`config.mk`:
```
export PLATFORM = sky130hd
export DESIGN_NAME = keypad_scan_top
export DESIGN_NICKNAME = d
export VERILOG_FILES = /design/src/rtl/keypad_scan_pkg.sv /design/src/rtl/keypad_scan_ctrl.sv /design/src/rtl/keypad_scan_dp.sv /design/src/rtl/keypad_scan_top.sv
export SDC_FILE = /design/constraint.sdc
export NUM_CORES = 1
export LEC_CHECK = 0
export BUFFER_PORTS_ARGS = -buffer_cell sky130_fd_sc_hd__buf_2
export CELL_PAD_IN_SITES_DETAIL_PLACEMENT = 0
export CELL_PAD_IN_SITES_GLOBAL_PLACEMENT = 1
export CORE_MARGIN = 2
export CORE_UTILIZATION = 40
export DETAILED_ROUTE_END_ITERATION = 12
export GPL_TIMING_DRIVEN = 0
export PLACE_DENSITY_LB_ADDON = 0.15
export SLEW_MARGIN = 20
export SYNTH_ARGS = -nofsm -noshare
export SYNTH_HDL_FRONTEND = slang
export SYNTH_SLANG_ARGS = --single-unit
```
`constraint.sdc`:
```
create_clock -name clk -period 1.9 [get_ports clk]
set_clock_uncertainty 0.15 [all_clocks]
set_input_delay 0 -clock clk [delete_from_list [all_inputs] [get_ports clk]]
set_output_delay 0 -clock clk [all_outputs]
set_load 0.05 [all_outputs]
```
`src/rtl/keypad_scan_pkg.sv`:
```
package keypad_scan_pkg;
  localparam int WORD_W = 16;
  localparam int KEY_W  = 4;
  localparam int IDX_W  = $clog2(WORD_W);

  typedef enum logic [1:0] {
    ST_IDLE  = 2'd0,
    ST_LOAD  = 2'd1,
    ST_SHIFT = 2'd2,
    ST_DONE  = 2'd3
  } scanState_t;

  // strobes from control to datapath
  typedef struct packed {
    logic capture;  // sample serIn at this edge (shiftClk rises)
    logic finish;   // word complete: search and publish
  } scanCtl_t;

  // scan position (0 = top bit) to printed key value
  function automatic logic [KEY_W-1:0] posToKey(input logic [IDX_W-1:0] pos);
    logic [KEY_W-1:0] k;
    case (pos)
      4'd0:  k = 4'h3;
      4'd1:  k = 4'h2;
      4'd2:  k = 4'h1;
      4'd3:  k = 4'h0;
      4'd4:  k = 4'h8;
      4'd5:  k = 4'h9;
      4'd6:  k = 4'hA;
      4'd7:  k = 4'hB;
      4'd8:  k = 4'h7;
      4'd9:  k = 4'h6;
      4'd10: k = 4'h5;
      4'd11: k = 4'h4;
      4'd12: k = 4'hC;
      4'd13: k = 4'hD;
      4'd14: k = 4'hE;
      default: k = 4'hF;
    endcase
    return k;
  endfunction
endpackage

```
`src/rtl/keypad_scan_ctrl.sv`:
```
module keypad_scan_ctrl
  import keypad_scan_pkg::*;
#(
  parameter int HALF_CYC = 4,
  parameter int LOAD_CYC = 2
) (
  input  logic     clk,
  input  logic     rstN,
  input  logic     scanStart,
  output logic     loadN,
  output logic     shiftClk,
  output scanCtl_t ctl
);
  localparam int PH_W = $clog2(2 * HALF_CYC) + 1;
  localparam int LD_W = $clog2(LOAD_CYC) + 1;
  localparam logic [PH_W-1:0]  PH_RISE  = PH_W'(HALF_CYC - 1);
  localparam logic [PH_W-1:0]  PH_LAST  = PH_W'(2 * HALF_CYC - 1);
  localparam logic [LD_W-1:0]  LD_LAST  = LD_W'(LOAD_CYC - 1);
  localparam logic [IDX_W-1:0] BIT_LAST = IDX_W'(WORD_W - 1);

  scanState_t       state;
  logic [PH_W-1:0]  phaseCnt;
  logic [LD_W-1:0]  loadCnt;
  logic [IDX_W-1:0] bitCnt;
  logic             loadNQ;
  logic             sclkQ;

  always_comb begin
    ctl.capture = (state == ST_SHIFT) && (phaseCnt == PH_RISE);
    ctl.finish  = (state == ST_DONE);
  end

  always_ff @(posedge clk or negedge rstN) begin
    if (!rstN) begin
      state    <= ST_IDLE;
      loadNQ   <= 1'b1;
      sclkQ    <= 1'b0;
      phaseCnt <= '0;
      loadCnt  <= '0;
      bitCnt   <= '0;
    end else begin
      case (state)
        ST_IDLE: begin
          if (scanStart) begin
            state   <= ST_LOAD;
            loadNQ  <= 1'b0;
            loadCnt <= '0;
          end
        end
        ST_LOAD: begin
          if (loadCnt == LD_LAST) begin
            state    <= ST_SHIFT;
            loadNQ   <= 1'b1;
            phaseCnt <= '0;
            bitCnt   <= '0;
          end else begin
            loadCnt <= loadCnt + 1'b1;
          end
        end
        ST_SHIFT: begin
          if (ctl.capture) begin
            sclkQ    <= 1'b1;
            bitCnt   <= bitCnt + 1'b1;
            phaseCnt <= phaseCnt + 1'b1;
            if (bitCnt == BIT_LAST) state <= ST_DONE;
          end else if (phaseCnt == PH_LAST) begin
            sclkQ    <= 1'b0;
            phaseCnt <= '0;
          end else begin
            phaseCnt <= phaseCnt + 1'b1;
          end
        end
        default: begin
          sclkQ <= 1'b0;
          state <= ST_IDLE;
        end
      endcase
    end
  end

  assign loadN    = loadNQ;
  assign shiftClk = sclkQ;
endmodule

```
`src/rtl/keypad_scan_dp.sv`:
```
module keypad_scan_dp
  import keypad_scan_pkg::*;
(
  input  logic             clk,
  input  logic             rstN,
  input  logic             serIn,
  input  scanCtl_t         ctl,
  output logic             keyValid,
  output logic             noKey,
  output logic [KEY_W-1:0] keyCode
);
  logic [WORD_W-1:0] shiftReg;
  logic              found;
  logic [IDX_W-1:0]  hitPos;

  always_ff @(posedge clk or negedge rstN) begin
    if (!rstN) shiftReg <= '1;
    else if (ctl.capture) shiftReg <= {shiftReg[WORD_W-2:0], serIn};
  end

  // later (higher) bits override earlier ones: top zero wins
  always_comb begin
    found  = 1'b0;
    hitPos = '0;
    for (int i = 0; i < WORD_W; i++) begin
      if (!shiftReg[i]) begin
        found  = 1'b1;
        hitPos = IDX_W'(WORD_W - 1 - i);
      end
    end
  end

  always_ff @(posedge clk or negedge rstN) begin
    if (!rstN) begin
      keyValid <= 1'b0;
      noKey    <= 1'b0;
      keyCode  <= '0;
    end else begin
      keyValid <= ctl.finish && found;
      noKey    <= ctl.finish && !found;
      if (ctl.finish && found) keyCode <= posToKey(hitPos);
    end
  end
endmodule

```
`src/rtl/keypad_scan_top.sv`:
```
module keypad_scan_top
  import keypad_scan_pkg::*;
#(
  parameter int HALF_CYC = 4,
  parameter int LOAD_CYC = 2
) (
  input  logic       clk,
  input  logic       rstN,
  input  logic       scanStart,
  input  logic       serIn,
  output logic       loadN,
  output logic       shiftClk,
  output logic       keyValid,
  output logic       noKey,
  output logic [3:0] keyCode
);
  scanCtl_t ctl;

  keypad_scan_ctrl #(.HALF_CYC(HALF_CYC), .LOAD_CYC(LOAD_CYC)) u_ctrl (
    .clk       (clk),
    .rstN      (rstN),
    .scanStart (scanStart),
    .loadN     (loadN),
    .shiftClk  (shiftClk),
    .ctl       (ctl)
  );

  keypad_scan_dp u_dp (
    .clk      (clk),
    .rstN     (rstN),
    .serIn    (serIn),
    .ctl      (ctl),
    .keyValid (keyValid),
    .noKey    (noKey),
    .keyCode  (keyCode)
  );
endmodule

```
== Word-level counts from Yosys, hierarchy flattened ==
Memory sizes are Yosys's and may differ from the RTL's. A register that Yosys moved wholly into a read port is not among the register bits.
Cells that the tools add are included.

* Add/subtract/negate cells: 3
* Multipliers: 0
* Divide/modulo/power cells: 0
* Order comparisons: 0
* Equal/unequal tests: 13
* Shift operators: 0
* Mux-type cells: 52
* Bitwise gates (word level): 1
* Reduce and logical (&&, ||, !) cells: 15

{| class="wikitable"
|+ Operator list
! operator !! number
|-
| $mux 4 || 20
|-
| $mux 1 || 20
|-
| $pmux 4 s2 || 2
|-
| $mux 2 || 6
|-
| $reduce_and 3->1 || 3
|-
| $add 4x1->4 const B || 2
|-
| $ne 2x2->1 const B || 4
|-
| $pmux 2 s3 || 1
|-
| $eq 2x1->1 const B || 2
|-
| $eq 2x2->1 const B || 2
|-
| $eq 4x2->1 const B || 1
|-
| $eq 4x3->1 const B || 1
|-
| $eq 4x4->1 const B || 1
|-
| $pmux 1 s2 || 2
|-
| $pmux 2 s2 || 1
|-
| $reduce_and 2->1 || 2
|-
| $reduce_and 4->1 || 1
|-
| $reduce_bool 2->1 || 2
|-
| $logic_and 1x1->1 || 3
|-
| $ne 3x3->1 const B || 1
|-
| $add 2x1->2 const B || 1
|-
| $logic_not 1->1 || 2
|-
| $logic_not 2->1 || 1
|-
| $ne 2x1->1 const B || 1
|-
| 2 further kinds || 2
|}

* Register bits after elaboration: 32
* Bits in latches: 0
* Bits in writable memories: 0
* ROM bits: 64
* Output and inout port bits: 8
* Memories: 1

{| class="wikitable"
|+ Memory list
! memory !! depth !! width !! read ports !! clocked after memory_dff !! write ports !! line !! text
|-
| (name not given) || 16 || 4 || 1 || 1 || 0 || keypad_scan_pkg.sv:22 || <nowiki>case (pos)</nowiki>
|}

== Logic depth before layout (Yosys ltp) ==
Gate-level depths: netlist of run 1.

* Word-level depth: 18
* Depth in mapped cells: 8
* Gate-level depth less buffers: 7

== Modules after synthesis ==
A second synthesis of run 1 with hierarchy kept.

* Cells, all modules: 187
* Area, all modules: 1926.8 sq um

{| class="wikitable"
|+ By module, submodules not included
! module !! instances !! cells each !! area each (sq um) !! sequential area each (sq um)
|-
| keypad_scan_dp || 1 || 92 || 1042.2 || 570.5
|-
| keypad_scan_ctrl || 1 || 95 || 884.6 || 351.6
|}

== Worst setup path before layout of run 1 ==
Ideal clock, no wire load.

* Path type: flip-flop to flip-flop
* Start point: reg u_ctrl.state[1]
* End point: reg u_ctrl.state[1]
* Setup time: 0.125 ns
* Arrival time: 1.602 ns
* Required time: 1.625 ns
* Path slack: 0.023 ns
* Stages on the path, launching flop included: 8
* Clock period less this slack: 1.877 ns
* Cell sequence: dfrtp_1 > inv_1 > ha_1 > buf_2 > inv_1 > nor2_1 > or3_4 > mux2_4

* Word-level cells in the longest chain between the ends: 4
* Elaborated cells between the ends (all ways): 10
* Those cells by class: eq/ne: 6; mux: 1; reduce/logical: 3

{| class="wikitable"
|+ Ends and longest elaborated chain
! what !! line !! text
|-
| start, declared || keypad_scan_ctrl.sv:21 || <nowiki>scanState_t state;</nowiki>
|-
| start signal, assigned || keypad_scan_ctrl.sv:35 || <nowiki>state <= ST_IDLE;</nowiki>
|-
| start signal, assigned || keypad_scan_ctrl.sv:45 || <nowiki>state <= ST_LOAD;</nowiki>
|-
| start signal, assigned || keypad_scan_ctrl.sv:52 || <nowiki>state <= ST_SHIFT;</nowiki>
|-
| $eq 2x2->1 || keypad_scan_ctrl.sv:29, keypad_scan_ctrl.sv:42 ||
|-
| $logic_and 1x1->1 || keypad_scan_ctrl.sv:29 || <nowiki>ctl.capture = (state == ST_SHIFT) && (phaseCnt == PH_RISE);</nowiki>
|-
| $ne 2x2->1 (no source line) || - ||
|-
| $reduce_and 4->1 (no source line) || - ||
|}

Parallel ways exist; a longest one is shown, timed or not.
A chain may end at the register's enable or synchronous reset.

== Worst setup path after layout of run 1 ==
* Start point: reg u_ctrl.phaseCnt[0]
* End point: reg u_ctrl.state[1]

* Word-level cells in the longest chain between the ends: 4

{| class="wikitable"
|+ Ends and longest elaborated chain
! what !! line !! text
|-
| start, declared || keypad_scan_ctrl.sv:22 || <nowiki>logic [PH_W-1:0] phaseCnt;</nowiki>
|-
| start signal, assigned || keypad_scan_ctrl.sv:64 || <nowiki>phaseCnt <= phaseCnt + 1'b1;</nowiki>
|-
| start signal, assigned || keypad_scan_ctrl.sv:70 || <nowiki>phaseCnt <= phaseCnt + 1'b1;</nowiki>
|-
| $eq 4x2->1 || keypad_scan_ctrl.sv:29 ||
|-
| $logic_and 1x1->1 || keypad_scan_ctrl.sv:29 ||
|-
| $ne 2x2->1 (no source line) || - ||
|-
| $reduce_and 4->1 (no source line) || - ||
|}

Every way passes these cells.

==> flow_results.org, run 1 <==
** Clocking
- Clock tree from TritonCTS :: built
- Sink Count :: 36
- The number of clock buffers added by TritonCTS is 5.
- H-tree level count :: 2
- Buffers from clock root to sink, at most :: 2
- CTS root buf :: clkbuf_8
- Worst-Skew Late Latency :: 280 ps
- Worst-path clk slew :: 70 ps

** Drt
- In the routed layout, each cell is associated on average with a via count of 5.48.
- The routed design has 3.70 mm of wire.
- After detailed routing, the average wire length per cell comes to 14.3 um.
- Violation count after the first detailed-route iteration :: 35
- The first detailed-routing pass took 4 iterations.
- The detailed router placed 1415 vias in this run.
- The count of nets left with antenna violations once routing finished came out at 0.
- After detailed routing, the number of remaining DRC violations is 0.

** Pwr
- Flop pwr share :: 58.9%
- The internal power of the cells totals 1.05 mW.
- Of the total power, the share spent switching nets is 21.6%.
- In this run the power density over the cells is 592 mW/mm^2.
- Summed over all cells, the static leakage comes to 0.935 nW.
- Combinational logic is responsible for 2.6% of the overall power.
- Clock share of power :: 38.5%
- Switching power total :: 0.289 mW
- IR drop worst, VDD :: 0.240 mV

** Final layout
- ANT cells :: 0
- Filler Cell Count :: 428
- Cells with a size suffix above 1 make up 39.2% of the layout.
- At the end of the flow the core is filled with cells to 48.6%.
- For this run, the post-layout net count is 215.
- From synthesis to final layout, the design area changed by 18.7%.
- Commonest cells after routing, fill and taps aside :: 20 x nand2_1, 19 x dfrtp_1, 17 x dfstp_2, 15 x mux2_2
- Cell area after layout :: 0.00226 mm^2
- Most frequent standard cell in the layout excluding fill and tap cells :: nand2_1

** Placed design
- Worst slack at placement :: -270 ps
- Number of I/O port buffers :: 11
- DP Area :: 0.00203 mm^2
- After legalization and detailed placement, the total HPWL measured 2.48 mm.
- At the end of routability-driven placement, the weighted congestion stood at 0.838.

** GRT
- Global-route wire length before repair :: 6.13 mm
- Vias in the first global route :: 1360
- The initial antenna violation count came to 0.
- Across every metal layer, demand over resource in global routing totals 15.1%.
- Maximum number of pins on one net before global-route repair :: 37
- Summed over all layers, the global routing overflow is 0.

** Die
- The die is 73.0 um tall.
- Once the floorplan was initialized, standard cells occupied 40.9% of the core.
- 12 I/O pins were placed.
- Die outline area :: 0.00534 mm^2
- Die width :: 73.0 um
- The region available for standard cell placement spans 0.00466 mm^2.
- Std-Cell Rows :: 25

** Synthesis
- For this run, asynchronously set or reset flops after synthesis account for 100%.
- Synthesis handed over a netlist of 177 instances.
- Mean area per synthesized cell :: 10.8 um^2
- Sorting the synthesized cells by area gives the leading types as dfrtp_1 25%, dfstp_2 23%, mux2_2 8.9%, ha_1 5.2%, nand2_1 3.9%.
- In this run, synthesis inferred 0 flip-flops with an integrated enable.
- Summed over its instances, the top area cell type makes up 24.9% of the synthesized netlist area.
- After synthesis the cells add up to 0.00191 mm^2.
- Of all cell types, the one taking the most synthesized area is dfrtp_1.
- Synthesis inferred 36 register bits.
- Total nets after synthesis :: 189
- For this run, the number of Yosys warnings is 0.
- In the synthesized netlist the dominant register cell turns out to be dfrtp_1.
- Sequential share of the synthesized area :: 48.4%
- Count of unique library cells instantiated by Yosys :: 46

** STA
- Fin crit share :: 99.0%
- Number of hold-slack violations in the final timing report :: 0
- Setup violations remaining at the end of the flow were counted as 0.
- Final worst hold slack :: 187 ps
- Shortest period the worst path allows :: 1880 ps
- Headroom to the max-slew limit came out at 47.6%.
- Timing would allow up to 532 MHz.
- Number of pins exceeding their max-slew limit in the final report :: 0
- Setup slack on the critical path of the routed design comes to 19.3 ps.
- In the final timing run, aggregate negative setup slack is 0 ps.
- Setup repair after global routing could not meet its margin everywhere.
- At the pin with the least slew margin, the transition time is 787 ps.

** Worst setup path
- The worst setup path is captured at a flop.
- Worst-path fanout max :: 4
- For the worst setup path, the data arrival time is 1900 ps.
- The critical path in this run is classified as reg2reg.
- STA classifies the critical path startpoint as a flop.
- Crit path required time :: 1920 ps

** Flow run
- Number of maximum-capacitance constraint violations :: 0

** Min path
- The min-delay analysis places its worst path in the category in2async.

** Status
- The flow ran to the end, and the final reports show no timing, DRC or antenna violations.
## layer usage
metal  vias to the layer above  wire [um]  GRT usage [%]
met5                         -          0              0
met4                         0         46           4.94
met3                         6        117           4.14
met2                        25       1860           26.7
met1                       691       1670           17.4
li1                        693          -              -
## Yosys cell counts, types with 2 or more instances
master	n
nand2_1	20
dfrtp_1	19
dfstp_2	17
mux2_2	15
a21oi_1	12
o21ai_0	12
inv_1	9
ha_1	8
nand3_1	8
nor2_1	5
nand2b_1	4
and4_4	3
buf_2	3
mux2i_1	3
nand4_1	3
nor3_1	3
a21boi_0	2
nor2b_1	2
o21bai_1	2
## what timing repair did
item                                    in CTS  in global routing
endpoints found under the hold margin       22                  0
endpoints found under the setup margin      25                 20
pin swaps                                    0                  2
buffers inserted                             3                  4
gates resized for setup                     13                  6
hold buffers                                 3                  0
## per-stage QoR
step                power (mW)  cells
finish                    1.34    258
global route              1.40    258
CTS                       1.37    254
detailed placement       0.834    242
global placement         0.832    242
floorplan                0.810    177
## worst paths after layout
path                       slack, ps                           start  depth (start not counted)                           end
max in group asynchronous        920                            rstN                          2  u_ctrl.bitCnt[3]$_DFFE_PN0P_
min in group clk                 330     u_dp.keyCode[3]$_DFFE_PN0P_                          2   u_dp.keyCode[3]$_DFFE_PN0P_
setup / recovery                  20  u_ctrl.phaseCnt[0]$_DFFE_PN0P_                          6   u_ctrl.state[1]$_DFFE_PN0P_
hold / removal                   190                            rstN                          2       u_dp.keyValid$_DFF_PN0_
hold reg to reg                  330     u_dp.keyCode[3]$_DFFE_PN0P_                          2   u_dp.keyCode[3]$_DFFE_PN0P_
setup reg to reg                  20  u_ctrl.phaseCnt[0]$_DFFE_PN0P_                          6   u_ctrl.state[1]$_DFFE_PN0P_
## logic make-up (layout without fill, tap and decap cells)
kind of cell / count (synthesis) / in the layout / synth area share [%]
xor gates and xnor gates: 1 / 1 / 0.459
adders and majority gates: 8 / 8 / 5.25
muxes: 19 / 19 / 11.2
AOI/OAI and AO/OA: 43 / 43 / 15.2
DFF: 36 / 36 / 48.4
buffers and inverters: 14 / 41 / 3.15
and+or+nand+nor: 56 / 56 / 16.4
## registers in the layout (all words and copies together) (netlist names)
register	cells
u_dp.keyCode	4
u_ctrl.phaseCnt	4
u_dp.noKey	1
u_ctrl.state	2
u_ctrl.shiftClk	1
u_ctrl.loadCnt	2
u_dp.keyValid	1
u_dp.shiftReg	16
u_ctrl.bitCnt	4
u_ctrl.loadN	1
## critical path, stage by stage (launching register included)
cell and delay [ps]:
dfrtp_1 420, ha_4 190, nand2b_4 80, nor2_2 120
a41oi_1 150, or3_4 370, mux2_4 300
## cell type report
class	count	area [um^2]	share of cell area [%]
Multi-Input combinational cell	127	988	43.7
Sequential cell	36	922	40.7
Timing Repair Buffer	21	138	6.08
Clock buffer	7	76.3	3.37
Tap cell	54	67.6	2.99
Inverter	9	36.3	1.60
Buffer	3	30.0	1.33
Clock inverter	1	5.00	0.221
## power groups by stage
stage	combinational, mW	sequential [mW]	clock (mW)
after global placement	0.0311	0.801	0
after detailed placement	0.0320	0.802	0
after global routing	0.0409	0.789	0.569
after floorplan	0.0115	0.799	0
after CTS	0.0367	0.788	0.550
final	0.0350	0.789	0.516
Note: power is estimated with default switching activity, not from simulation.
==> run 2, diff against run 1 <==
Settings changed: RECOVER_POWER set to 50.
Clock period 1.9 ns to 1.72 ns, I/O delays scaled along.
==> run 2 against run 1 <==
The run now ends with negative setup slack left; hold slack gained 36 ps; critical path depth is the same; via count grew 10%; combinational power grew 63%; core utilization grew 9.9 points; register-to-register slack lost 90 ps; wire length grew 24%; sequential cell count is the same; non-clock buffer count grew 33; largest cell class unchanged.
==> flow_results.org, run 2 (synthesis gave the netlist of run 1 again) <==
** Die
- Area inside the core boundary :: 0.00466 mm^2
- Starting Density :: 40.9%
- Top-level I/O count :: 12
- After floorplanning, the core was divided into 25 placement rows.
- Die width :: 73.0 um
- Die outline area :: 0.00534 mm^2
- The die is 73.0 um tall.

** Pwr
- Relative contribution of combinational cells to total power :: 3.7%
- In this run the static leakage power is 1.13 nW.
- The clock network burns 40.3% of the power.
- Sequential cells account for 56.0% of the total power.
- The internal portion of the total power is 1.22 mW.
- Across the VDD grid, the largest voltage drop is 0.371 mV.
- Switching Fraction :: 21.6%
- Switching power total :: 0.336 mW
- Power per Cell Area :: 570 mW/mm^2

** STA
- At the pin with the least slew margin, the transition time is 877 ps.
- The count of final hold-check violations came to 0.
- Upper clock frequency limit :: 559 MHz
- Subtracting the final worst setup slack from the clock period gives 1790 ps.
- After layout, the worst setup slack is -68.3 ps.
- Final count of negative-setup-slack endpoints :: 21
- Fin crit share :: 104%
- Accumulated negative setup slack :: -688 ps
- RSZ-0062 raised after global routing :: yes
- The final-report max-slew violation count came to 0.
- Headroom to the max-slew limit :: 41.5%

** Worst setup path
- Of all nets on the critical path, the largest fanout is 4.
- Critical path endpoint category :: flop
- The slowest stage of the critical path is the dfrtp_1 cell.
- CP arrival :: 1810 ps
- The largest single stage delay on the critical path is 390 ps.
- Critical-path cell list :: ha_4 -> nand2b_4 -> nor2_4 -> a41oi_2 -> or3_4 -> mux2_4
- Critical path launch point type :: flop
- Counting both buffers and inverters, the worst setup path holds a total of 0.
- The critical path in this run is classified as reg2reg.
- Crit path required time :: 1740 ps
- The kind of cell with the highest combined delay along the critical path is simple AND/OR/NAND/NOR gates.

** GRT
- The first global-routing pass estimated 7.23 mm of wire.
- The initial antenna violation count is 0.
- Grt ovf :: 0
- Across every metal layer, demand over resource in global routing totals 18.0%.
- Entering global routing, the biggest net connects 37 pins.
- The number of global-route vias before repair was 1530.

** Clocking
- Buffers from clock root to sink, at most :: 2
- Clock-pin slew was measured on the worst setup and hold paths at 70 ps.
- CTS root buf :: clkbuf_8
- The tree built by TritonCTS fans out to 36 sinks.
- The H-tree generated during clock tree synthesis spans 2 levels.
- TritonCTS built the clock tree.
- Clock latency on the worst-skew pair, taken at its later pin, is 290 ps.
- Clock buffers created by TritonCTS :: 5

** Drt
- Violation count after the first detailed-route iteration :: 71
- Post-detailed-route wirelength per cell :: 15.8 um
- Via count of the routed design :: 1559
- The routed design has 4.60 mm of wire.
- The pre-antenna-repair detailed-routing pass consisted of 4 iterations.
- Vias per Instance :: 5.36
- Number of remaining DRC errors :: 0
- Post-route antenna net violation count :: 0

** Final layout
- The register with the most flip-flops in the layout has 16 of them.
- The number of antenna diodes in the final layout is 0.
- After the last flow step, the layout net total stands at 248.
- Syn-to-layout area delta :: 42.8%
- Register with the highest flop count :: u_dp.shiftReg
- Post-Route Utilization :: 58.4%
- Most frequent standard cell in the layout excluding fill and tap cells :: buf_4
- Commonest cells after routing, fill and taps aside :: 31 x buf_4, 19 x nand2_1, 18 x dfrtp_1, 17 x dfstp_2, 16 x mux2_4
- Cells with a size suffix above 1 make up 51.9% of the layout.
- Fill cells in the final layout number 398.
- Cell area after layout :: 0.00272 mm^2

** Status
- The checks that failed: negative setup slack.
- Run status :: finished with violations

** Placed design
- DP Wirelength :: 2.64 mm
- RePlAce Congestion :: 0.794
- DP Area :: 0.00207 mm^2
- Port buffering added 11 buffers.

** Min path
- Worst hold path class :: in2async

** Flow run
- Across the run, the number of max-cap violations was 0.
[run 2: area by class of cell]
class / instances / area (um^2) / area share, %
multi-input cells: 127 / 1140 / 42.0
inverters: 9 / 41.3 / 1.52
clock buffers: 8 / 90.1 / 3.31
well taps: 54 / 67.6 / 2.48
flip-flops and latches: 36 / 923 / 33.9
plain buffers: 4 / 56.3 / 2.07
repair buffers: 53 / 400 / 14.7
[run 2: worst paths after layout]
check / from / to / slack [ps] / cells past startpoint
max in group asynchronous: rstN / u_ctrl.state[0]$_DFFE_PN0P_ / 600 / 2
min in group clk: u_dp.keyCode[3]$_DFFE_PN0P_ / u_dp.keyCode[3]$_DFFE_PN0P_ / 320 / 2
worst max register to register: u_ctrl.phaseCnt[0]$_DFFE_PN0P_ / u_ctrl.state[1]$_DFFE_PN0P_ / -70 / 6
worst min-delay path: rstN / u_dp.keyCode[1]$_DFFE_PN0P_ / 220 / 2
worst min register to register: u_dp.keyCode[3]$_DFFE_PN0P_ / u_dp.keyCode[3]$_DFFE_PN0P_ / 320 / 2
worst max-delay path: u_ctrl.phaseCnt[0]$_DFFE_PN0P_ / u_ctrl.state[1]$_DFFE_PN0P_ / -70 / 6
[run 2: metrics by stage]
stage | std cells | total power [mW] | hold slack, ps | setup WS (ps)
2_1_floorplan | 177 | 0.895 | -446 | -62.6
3_3_place_gp | 242 | 0.919 | -25.7 | -200
3_5_place_dp | 242 | 0.920 | -21.1 | -269
4_1_cts | 280 | 1.57 | 212 | -77.7
5_1_grt | 291 | 1.61 | 295 | -131
6_report | 291 | 1.55 | 223 | -68.3
[run 2: power by group through the flow]
stage	registers, mW	clock network, mW	logic (mW)
2_1_floorplan	0.882	0	0.0127
3_3_place_gp	0.885	0	0.0344
3_5_place_dp	0.885	0	0.0347
4_1_cts	0.868	0.647	0.0535
5_1_grt	0.870	0.679	0.0629
6_report	0.869	0.626	0.0571
[run 2: layer usage]
layer,GRT usage [%],routed length [um],part of all wire [%],vias to the layer above
met4,8.02,106,2.3,0
met2,31.2,2450,53,21
met5,0,0,0,-
li1,-,-,-,763
met3,4.56,133,2.9,12
met1,20.6,1900,41,763
[run 2: what timing repair did]
action	in CTS	in global routing
gates cloned	1	0
endpoints found under the hold margin	23	0
hold buffers	3	0
pin swaps	10	3
endpoints found under the setup margin	27	27
gates resized for setup	55	14
buffers inserted	26	12
==> run 3, diff against run 2 <==
Settings changed: CELL_PAD_IN_SITES_DETAIL_PLACEMENT 0 to 2, CELL_PAD_IN_SITES_GLOBAL_PLACEMENT 1 to 2, CORE_MARGIN 2 to not set, CORE_UTILIZATION 40 to 36.
==> run 3 against run 2 <==
Die area increased by 4.8%; maximum frequency decreased by 4.0%; combinational power decreased by 3%; non-clock buffer count decreased by 3; sequential share of layout area decreased by 0.49 points; core utilization decreased by 4.3 points; first-iteration DRC count decreased by 32%; critical endpoint unchanged; sequential cell count unchanged; the run still ends with negative setup slack left; hold slack got worse by 8.8 ps; clock power increased by 15%; register-to-register slack got worse by 80 ps.
==> flow_results.org, run 3 (synthesis gave the netlist of run 1 again) <==
** Status
- The run finished, with violations left.
- Violations in the final reports :: negative setup slack

** GRT
- Entering global routing, the biggest net connects 37 pins.
- The initial antenna violation count came to 0.
- Across every metal layer, demand over resource in global routing totals 22.9%.
- Grt ovf :: 0
- Global-route wire length before repair :: 9.10 mm
- The number of global-route vias before repair is 1700.

** Worst setup path
- The largest individual stage delay along the critical path comes from the cell dfrtp_2.
- Critical path launch point type :: flop
- For the worst setup path, the data arrival time is 1900 ps.
- Setup slack of the worst register-to-register path :: -140 ps
- Crit path required time :: 1750 ps
- Measured in cells, the most critical reg-to-reg path has a length of 5.
- Critical setup path kind :: reg2reg
- Worst-path fanout max :: 6
- The critical path goes through inv_4 -> ha_4 -> nor2b_4 -> or3_4 -> mux2_4.
- Critical path endpoint category :: flop
- In this run the critical register-to-register path is captured at u_ctrl.state[1]$_DFFE_PN0P_.
- Launch instance of the worst register-to-register path :: u_ctrl.state[0]$_DFFE_PN0P_
- The largest single stage delay on the critical path is 450 ps.

** STA
- Final count of negative-setup-slack endpoints :: 19
- Headroom to the max-slew limit :: 39.4%
- Worst Max-Slew Pin Slew :: 908 ps
- The worst path in the final design needs a cycle of 1860 ps, including I/O delays and setup.
- Accumulated negative setup slack :: -909 ps
- Dividing the final minimum period by the clock period gives 108%.
- Number of hold-slack violations in the final timing report :: 0
- Based on the critical path, the design can be clocked at up to 537 MHz.
- Number of pins exceeding their max-slew limit in the final report :: 0
- Across all setup checks in the final design, the least slack found is -143 ps.
- Setup repair after global routing could not meet its margin everywhere.

** Clocking
- CTS root buf :: clkbuf_8
- Clock tree from TritonCTS :: built
- Buffers inserted during clock tree synthesis total 5.
- Sink Count :: 36
- The clock passes through at most 2 buffers.
- H-tree level count :: 2
- Worst-path clk slew :: 90 ps
- Worst-Skew Late Latency :: 300 ps

** Final layout
- Commonest cells after routing, fill and taps aside :: 28 x buf_4, 19 x nand2_1, 17 x dfrtp_1, 17 x dfstp_2, 16 x mux2_4
- Syn-to-layout area delta :: 45.1%
- Register with the highest flop count :: u_dp.shiftReg
- In the final layout, the share of cells above drive strength 1 is 53.4%.
- Final layout net count :: 245
- 0 antenna diodes ended up in the layout.
- The library cell used most frequently in the layout, excluding fill and tap cells, is buf_4.
- For this run, the share of the core covered by cells in the final layout is 54.2%.
- Largest register FFs :: 16

** Flow run
- The tool flagged a number of max-cap violations equal to 0.

** Die
- Die width :: 74.8 um
- Top-level I/O count :: 12
- The die covers 0.00559 mm^2.
- Measured along the y axis, the die boundary spans 74.8 um.
- Std-Cell Rows :: 26
- Area inside the core boundary :: 0.00511 mm^2
- The initial utilization of the core area, before any placement, comes to 37.3%.

** Drt
- Via count of the routed design :: 1623
- Vias per Instance :: 5.34
- For this run, design rule violations remaining after detail routing come to 0.
- Post-detailed-route wirelength per cell :: 21.1 um
- After detailed routing, the total wire length is 6.42 mm.
- Post-route antenna net violation count :: 0
- The detailed router finished its first iteration with 48 violations.
- Number of optimization iterations in the first detailed-route pass :: 4

** Placed design
- RePlAce Congestion :: 0.815
- Worst slack at placement :: -323 ps
- During placement, the flow inserted port buffers numbering 11.
- DP Wirelength :: 3.28 mm

** Pwr
- IR drop worst, VDD :: 0.390 mV
- Power per Cell Area :: 595 mW/mm^2
- The analysis attributes to cell leakage a power of 1.14 nW.

** Min path
- Worst hold path class :: in2async
[run 3: layer usage]
| layer | routed length, um | global-route usage, % | vias up |
|---|---|---|---|
| li1 | - | - | 754 |
| met3 | 99 | 4.42 | 11 |
| met2 | 3650 | 43.9 | 17 |
| met5 | 0 | 0 | - |
| met4 | 133 | 5.66 | 0 |
| met1 | 2540 | 25.9 | 841 |
[run 3: what timing repair did]
action	in CTS	in global routing
gates resized for setup	56	22
hold buffers	3	0
buffers inserted	20	16
hold endpoints to repair	22	0
setup endpoints to repair	30	31
pin swaps	9	6
gates cloned	1	1
[run 3: worst max path at each step]
stage	from	endpoint	slack (ps)
after floorplan	u_ctrl.phaseCnt[1]$_DFFE_PN0P_	u_ctrl.state[1]$_DFFE_PN0P_	-60
after global placement	u_ctrl.state[0]$_DFFE_PN0P_	u_ctrl.bitCnt[1]$_DFFE_PN0P_	-220
after detailed placement	u_ctrl.state[0]$_DFFE_PN0P_	u_ctrl.bitCnt[1]$_DFFE_PN0P_	-320
after CTS	u_ctrl.state[1]$_DFFE_PN0P_	u_ctrl.state[1]$_DFFE_PN0P_	-90
after global routing	u_ctrl.phaseCnt[1]$_DFFE_PN0P_	u_ctrl.state[1]$_DFFE_PN0P_	-190
final	u_ctrl.state[0]$_DFFE_PN0P_	u_ctrl.state[1]$_DFFE_PN0P_	-140
[run 3: through the flow]
step | total power [mW] | hold slack, ps | cell area, um^2 | cells
after global routing | 1.72 | 304 | 2770 | 304
after CTS | 1.63 | 221 | 2590 | 290
after floorplan | 0.895 | -446 | 1950 | 177
after detailed placement | 0.922 | -6.86 | 2090 | 258
after global placement | 0.919 | -23.6 | 2090 | 258
final | 1.65 | 214 | 2770 | 304
[run 3: worst max-delay path: cells and delay by family, from the launching register on]
family	cells	cell delay [ps]
adder cells (fa/ha/maj)	1	190
buffers and inverters	1	70
flip-flops	1	450
multiplexers	1	330
AND/OR/NAND/NOR	2	550
[run 3: final cells by class]
type                            count  area [um^2]
Clock inverter                      1         5.00
Clock buffer                        7         97.6
Sequential cell                    36          925
Inverter                            9         46.3
Multi-Input combinational cell    127         1140
Buffer                              3         41.3
Timing Repair Buffer               51          419
Fill cell                         513         2340
Tap cell                           70         87.6
[run 3: power breakdown]
part / switching [mW] / total [mW] / leakage, nW / internal, mW
Sequential: 0.0108 / 0.872 / 0.404 / 0.861
Clock: 0.346 / 0.719 / 0.0534 / 0.373
Combinational: 0.0290 / 0.0554 / 0.685 / 0.0264
Total: 0.386 / 1.65 / 1.14 / 1.26
